===== config.mk =====
export PLATFORM = sky130hd
export DESIGN_NAME = dgc_state
export DESIGN_NICKNAME = d
export VERILOG_FILES = /design/src/rtl/dgc_pkg.sv /design/src/rtl/dgc_state.sv
export SDC_FILE = /design/constraint.sdc
export NUM_CORES = 1
export LEC_CHECK = 0
export ABC_AREA = 1
export BUFFER_PORTS_ARGS = -buffer_cell sky130_fd_sc_hd__buf_2
export CORE_AREA = 2 2 39 41
export DETAILED_ROUTE_END_ITERATION = 10
export DIE_AREA = 0 0 41 43
export HOLD_SLACK_MARGIN = 0.15
export PLACE_DENSITY = 0.7
export SLEW_MARGIN = 0
export SYNTH_ARGS = -nofsm -noshare
export SYNTH_HDL_FRONTEND = slang
export SYNTH_SLANG_ARGS = --single-unit

===== constraint.sdc =====
create_clock -name clk -period 2 [get_ports clk]
set_input_delay 0.2 -clock clk [delete_from_list [all_inputs] [get_ports clk]]
set_output_delay 0.2 -clock clk [all_outputs]
set_load 0.05 [all_outputs]

===== src/rtl/dgc_pkg.sv =====
package dgc_pkg;
  typedef enum logic [2:0] {
    UNIT_PSEUDO = 3'd0,
    UNIT_FIX    = 3'd1,
    UNIT_LDST   = 3'd2,
    UNIT_FLT    = 3'd3,
    UNIT_VEC    = 3'd4,
    UNIT_PERM   = 3'd5,
    UNIT_CR     = 3'd6,
    UNIT_BR     = 3'd7
  } unit_e;

  typedef enum logic [1:0] {
    VERD_OK    = 2'b00,
    VERD_STALL = 2'b01,
    VERD_NOP   = 2'b10
  } verdict_e;
endpackage


===== src/rtl/dgc_state.sv =====
module dgc_state
  import dgc_pkg::*;
#(
  parameter int NUM_SLOTS   = 5,
  parameter int STORE_DEPTH = 4,
  parameter int CNT_W       = $clog2(NUM_SLOTS),
  parameter int SC_W        = $clog2(STORE_DEPTH + 1)
) (
  input  logic             clk,
  input  logic             rst_n,
  input  logic [2:0]       unit_i,
  input  logic             single_i,
  input  logic             cracked_i,
  input  logic             store_i,
  input  logic             ctr_write_i,
  input  logic             issue_i,
  input  logic             advance_i,
  output logic [CNT_W-1:0] slots_used_o,
  output logic [SC_W-1:0]  store_cnt_o,
  output logic             ctr_set_o
);
  localparam logic [CNT_W:0]   FULL      = (CNT_W+1)'(NUM_SLOTS);
  localparam logic [CNT_W-1:0] LAST_SLOT = CNT_W'(NUM_SLOTS - 1);
  localparam logic [SC_W-1:0]  SC_MAX    = SC_W'(STORE_DEPTH);

  logic [CNT_W-1:0] used_q, used_d;
  logic [SC_W-1:0]  sc_q, sc_d;
  logic             ctr_q, ctr_d;
  logic             upd_en;
  logic             grp_end;
  logic             real_issue;
  logic [CNT_W-1:0] base;
  logic [CNT_W:0]   sum;

  always_comb begin
    real_issue = issue_i && (unit_e'(unit_i) != UNIT_PSEUDO);
    upd_en     = real_issue || (advance_i && !issue_i);
    used_d     = used_q;
    sc_d       = sc_q;
    ctr_d      = ctr_q;
    grp_end    = 1'b0;
    base       = used_q;
    sum        = '0;
    if (real_issue) begin
      ctr_d = ctr_q | ctr_write_i;
      if (store_i && sc_q < SC_MAX) sc_d = sc_q + 1'b1;
      if (unit_e'(unit_i) == UNIT_BR || single_i) base = LAST_SLOT;
      sum = {1'b0, base} + (CNT_W+1)'(1) + (CNT_W+1)'(cracked_i);
    end else begin
      sum = {1'b0, used_q} + (CNT_W+1)'(1);
    end
    if (sum >= FULL) grp_end = 1'b1;
    else             used_d  = sum[CNT_W-1:0];
    if (grp_end) begin
      used_d = '0;
      sc_d   = '0;
      ctr_d  = 1'b0;
    end
  end

  always_ff @(posedge clk or negedge rst_n) begin
    if (!rst_n) begin
      used_q <= '0;
      sc_q   <= '0;
      ctr_q  <= 1'b0;
    end else if (upd_en) begin
      used_q <= used_d;
      sc_q   <= sc_d;
      ctr_q  <= ctr_d;
    end
  end

  assign slots_used_o = used_q;
  assign store_cnt_o  = sc_q;
  assign ctr_set_o    = ctr_q;
endmodule


# Word-level counts from Yosys, hierarchy flattened
# Cells that the tools add are included.
[op_classes]
reduce_logical = 12
n_lt_le_gt_ge = 2
bitwise = 1
muxes = 11
n_eq_ne = 2
add_sub_neg = 4
[ops]
columns = ["cell", "count"]
rows = [
  ["$mux 3", 7],
  ["$add 3x1->4 const B", 2],
  ["$add 4x1->4", 1],
  ["$ge 4x3->1 const B", 1],
  ["$mux 4", 1],
  ["$reduce_and 2->1", 2],
  ["$reduce_bool 2->1", 2],
  ["$add 3x1->3 const B", 1],
  ["$eq 3x3->1 const B", 1],
  ["$logic_and 1x1->1", 3],
  ["$lt 3x3->1 const B", 1],
  ["$mux 1", 3],
  ["$reduce_and 3->1", 1],
  ["$reduce_bool 3->1", 1],
  ["$logic_or 1x1->1", 2],
  ["$ne 2x2->1 const B", 1],
  ["$logic_not 1->1", 1],
  ["$or 1x1->1", 1],
]
[word_totals]
input_bits = 11
word_cells = 35
reg_bits = 7

# Logic depth before layout (Yosys ltp)
[depth]
word_depth = 11
depth_mapped = 14

# Worst setup path before layout
# OpenSTA, ideal clock, no wires.
[synth_timing]
path_type = "register to register"
from = "register used_q[0] (netlist: slots_used_o[0])"
to = "register sc_q[0] (netlist: store_cnt_o[0])"
required_ns = 1.881
t_arrival_ns = 1.894
setup_slack_ns = -0.012
path_stages_with_launch = 14
path_cell_list = "dfrtp_1 -> nand3_1 -> ha_1 -> inv_1 -> ha_1 -> nand3b_1 -> nand2_1 -> nand2_1 -> nand3_2 -> nand2_4 -> nand2_2 -> nand2_1 -> nand2_1 -> nand2_1"
[synth_via]
elab_chain_cells = 9
[synth_lines]
columns = ["item", "line_no", "source"]
rows = [
  ["start, declared", "dgc_state.sv:26", "logic [CNT_W-1:0] used_q, used_d;"],
  ["start signal, assigned", "dgc_state.sv:67", "used_q <= used_d;"],
  ["$mux 3", "dgc_state.sv:47", "if (unit_e'(unit_i) == UNIT_BR || single_i) base = LAST_SLOT;"],
  ["$mux 3", "dgc_state.sv:44", "if (real_issue) begin"],
  ["$add 3x1->4", "dgc_state.sv:48", "sum = {1'b0, base} + (CNT_W+1)'(1) + (CNT_W+1)'(cracked_i);"],
  ["$add 4x1->4", "dgc_state.sv:48", ""],
  ["$mux 4 *", "dgc_state.sv:44", ""],
  ["$ge 4x3->1 *", "dgc_state.sv:52", "if (sum >= FULL) grp_end = 1'b1;"],
  ["$mux 1 *", "dgc_state.sv:52", ""],
  ["$reduce_bool 2->1 (no source line)", "--", ""],
  ["$reduce_and 3->1 (no source line)", "--", ""],
  ["end signal, assigned", "dgc_state.sv:64", "sc_q <= '0;"],
  ["end signal, assigned", "dgc_state.sv:68", "sc_q <= sc_d;"],
  ["end, declared", "dgc_state.sv:27", "logic [SC_W-1:0] sc_q, sc_d;"],
]
# Mark *: on every way between the ends. The rest lies on a longest branch, timed or not. The select of a mux whose other input is x is not followed.
# A chain may end at the register's enable or synchronous reset.

# Worst setup path after layout
# Ends and elaborated chain as after synthesis.

==> results.yml <==
setup_path:
  critical_path.endpoint_type: "flop"
  critical_path_s_top_delay_family: "simple AND/OR/NAND/NOR gates"
  data_required_critical_path_ns: 2.14
  cell_occurring_most_often_along_the_worst_timing_path: "nand2_1"
  worstSetupStartpointType: "flop"
  cp.buffers_inverters: 1
  crit_type: "flop to flop"
  timing.critical_path.fanout_max: 8
  critPathMaxStageDelay_ns: 0.43
  worstPathCellList: "nand3_1 -> ha_1 -> inv_1 -> ha_1 -> nand3b_1 -> nand2_1 -> nand2_1 -> nand3_2 -> nand2_4 -> nand2_2 -> nand2_1 -> nand2_1 -> nand2_1"
  critical-path-slowest-cell: "dfrtp_2"
  arrival_ns: 1.97
synthesis:
  synthMuxAreaShare: 0
  synth.top_cell.area_share: 0.306
  synthAdderAreaFrac: 0.0873
  synth-xor-area-share: 0.0153
  ys_top_cells_by_area: "dfrtp_1 (31%), nand2_1 (12%), nand3_1 (10%), ha_1 (8.7%), inv_1 (7.2%)"
  ys_seq_area_frac: 0.306
  synth-warning-count: 0
  main_combinational_cell_family_by_area_after_synthesis: "simple AND/OR/NAND/NOR gates"
  yosys.cell_types.count: 19
  synthesis.area_um2: 573
  ys_seq_elements: 7
  synth_cells: 80
  top_cell_type_by_total_area_after_synthesis: "dfrtp_1"
  post_synthesis_compound_gate_area_fraction: 0.0721
  syn_avg_cell_area_um2: 7.16
  synth_simple_gate_area_share: 0.434
  syn-num-nets: 95
route:
  pre_repair_dr_iteration_count: 3
  routedWlPerCell_um: 9.53
  totalWireLength_um: 1120
  num_vias: 574
  drcViolationCount: 0
  antenna_violating_nets_post_route: 0
  vias_per_cell: 4.86
  drtIter0Drc: 5
placement:
  placement.io_buffers: 17
  placer_s_final_routability_congestion_estimate: 0.813
  place.detailed.instances: 113
  dpl.hpwl_um: 929
sta:
  max_slew.worst_pin.slew_ns: 0.244
  hold_violations: 0
  final_critical_period_ns: 1.83
  rsz_0062_raised_after_global_routing: "false"
  clock_skew_ns: 0.00640
  finalCritPeriodShare: 0.916
  fin_worst_hold_slack_ns: 0.255
  finalSetupTns_ns: 0
  setup_viol: 0
  timing_max_transition_violations_final: 0
  max_slew_margin: 0.836
  max_freq_mhz: 546
grt:
  busiest_metal_layer_after_global_routing: "met2"
  met3_usage: 0.0785
  grt_antenna_before_repair: 0
  first_global_vias: 514
  grt_max_degree: 9
  grt_first_pass_wirelength_um: 1880
  grt.total_usage: 0.154
  grtUsageMet2: 0.244
  global_route.overflow_total: 0
  groute.layer.met1.usage: 0.185
cts:
  post-cts-setup-buffers: 0
  post_cts_resize_count: 0
  clock_tree.htree_level_count: 1
  cts_root_buffer: "clkbuf_4"
  clock_tree_from_tritoncts: "done"
  maximum_buffer_depth_of_the_clock_tree: 2
  insertion_delay_ns: 0.25
  clk_transition_reported_paths_ns: 0.05
  number_of_cts_inserted_buffers: 3
  cts.sink_count: 7
final_layout:
  flow.area_growth_from_synthesis_pct: 24.9
  filler_cells_inserted: 141
  num-nets-final: 118
  multi_input_area_um2: 349
  most_frequent_standard_cell_in_the_layout_excluding_fill_and_tap_cells: "nand2_1"
  layout.core_utilization: 0.517
  mostFrequentLayoutCells: "nand2_1 (18), buf_2 (17), nand3_1 (12)"
  number_of_inserted_diodes: 0
  layout-drive-gt1-share: 0.333
  stdcell_count: 118
  regArea_um2: 176
outcome:
  outcome: "complete, no violations"
die:
  placeableCoreArea_um2: 1380
  top_level_ports: 18
  die_h_um: 43
  rows: 14
  dieArea_um2: 1760
  floorplan.die.width_um: 41
  starting_density_of_the_core: 0.414
power_and_ir_drop:
  max-vdd-ir-drop_mv: 0.580
  cellLeakagePower_nw: 0.405
  power_density_nw_per_um2: 1410
run:
  drv_cap: 0
min_path:
  min_path_type: "input pin to flop"
routing by layer:
layer  up-vias  part of all wire
li1        307                 -
met1       259              0.46
met2         8              0.49
met3         0             0.043
met4         0                 0
met5         -                 0
cell type report:
cell class,instances,share of cell area
Clock buffer,4,0.0367
Inverter,13,0.0682
Multi-Input combinational cell,60,0.488
Sequential cell,7,0.247
Tap cell,16,0.0280
Timing Repair Buffer,18,0.133
logic make-up after synthesis:
logic type / after synthesis
AND/OR/NAND/NOR: 49
adder cells (fa/ha/maj): 4
AO/OA/AOI/OAI: 6
XOR/XNOR: 1
buffers and inverters: 13
flip-flops: 7
final timing paths:
path | slack [ns] | to | cells after the start | start
min | 0.26 | slots_used_o[1]$_DFFE_PN0P_ | 4 | advance_i
max reg2reg | 0.17 | store_cnt_o[0]$_DFFE_PN0P_ | 13 | slots_used_o[0]$_DFFE_PN0P_
max | 0.17 | store_cnt_o[0]$_DFFE_PN0P_ | 13 | slots_used_o[0]$_DFFE_PN0P_
max in group asynchronous | 1.52 | slots_used_o[0]$_DFFE_PN0P_ | 2 | rst_n
min in group asynchronous | 0.31 | store_cnt_o[2]$_DFFE_PN0P_ | 2 | rst_n
min reg2reg | 0.52 | ctr_set_o$_DFFE_PN0P_ | 2 | ctr_set_o$_DFFE_PN0P_
per-stage QoR:
| stage | setup WS [ns] | instance area, µm² | total power [mW] |
|---|---|---|---|
| after CTS | 0.155 | 716 | 1.02 |
| after floorplan | 0.152 | 574 | 0.748 |
| after detailed placement | 0.123 | 679 | 0.884 |
| after global routing | 0.0122 | 716 | 1.09 |
| final | 0.168 | 716 | 1.01 |
| after global placement | 0.173 | 679 | 0.871 |
sequential cells by signal, indices dropped and copies added (netlist names):
name,flops
slots_used_o,3
store_cnt_o,3
ctr_set_o,1
power by group:
| group | switching [mW] | internal [mW] | leakage, nW |
|---|---|---|---|
| Sequential | 0.0629 | 0.203 | 0.0898 |
| Clock | 0.0501 | 0.0760 | 0.0150 |
| Combinational | 0.437 | 0.178 | 0.300 |
Yosys cell counts:
master	count
a22oi_1	1
a21oi_2	2
ha_1	4
xnor2_1	1
nand2_1	18
nand3_2	2
nand3b_1	1
nor3_1	1
o22ai_1	1
o21ai_0	2
inv_2	2
dfrtp_1	7
inv_1	11
nand3_1	12
nor2_2	2
nor2_1	6
nand2_4	2
nand2_2	3
nand4_1	2
repair_timing:
action | CTS | global route
setup endpoints to repair | 0 | 0
hold endpoints to repair | 7 | 0
hold buffers | 1 | 0
worst reg2reg max path: cells and delay by family, from the launching register on:
kind,cells,cell delay [ns]
adder cells (fa/ha/maj),2,0.43
AND/OR/NAND/NOR,10,0.81
buffers and inverters,1,0.05
flip-flops,1,0.43
Power figures use the tool's default switching activity.
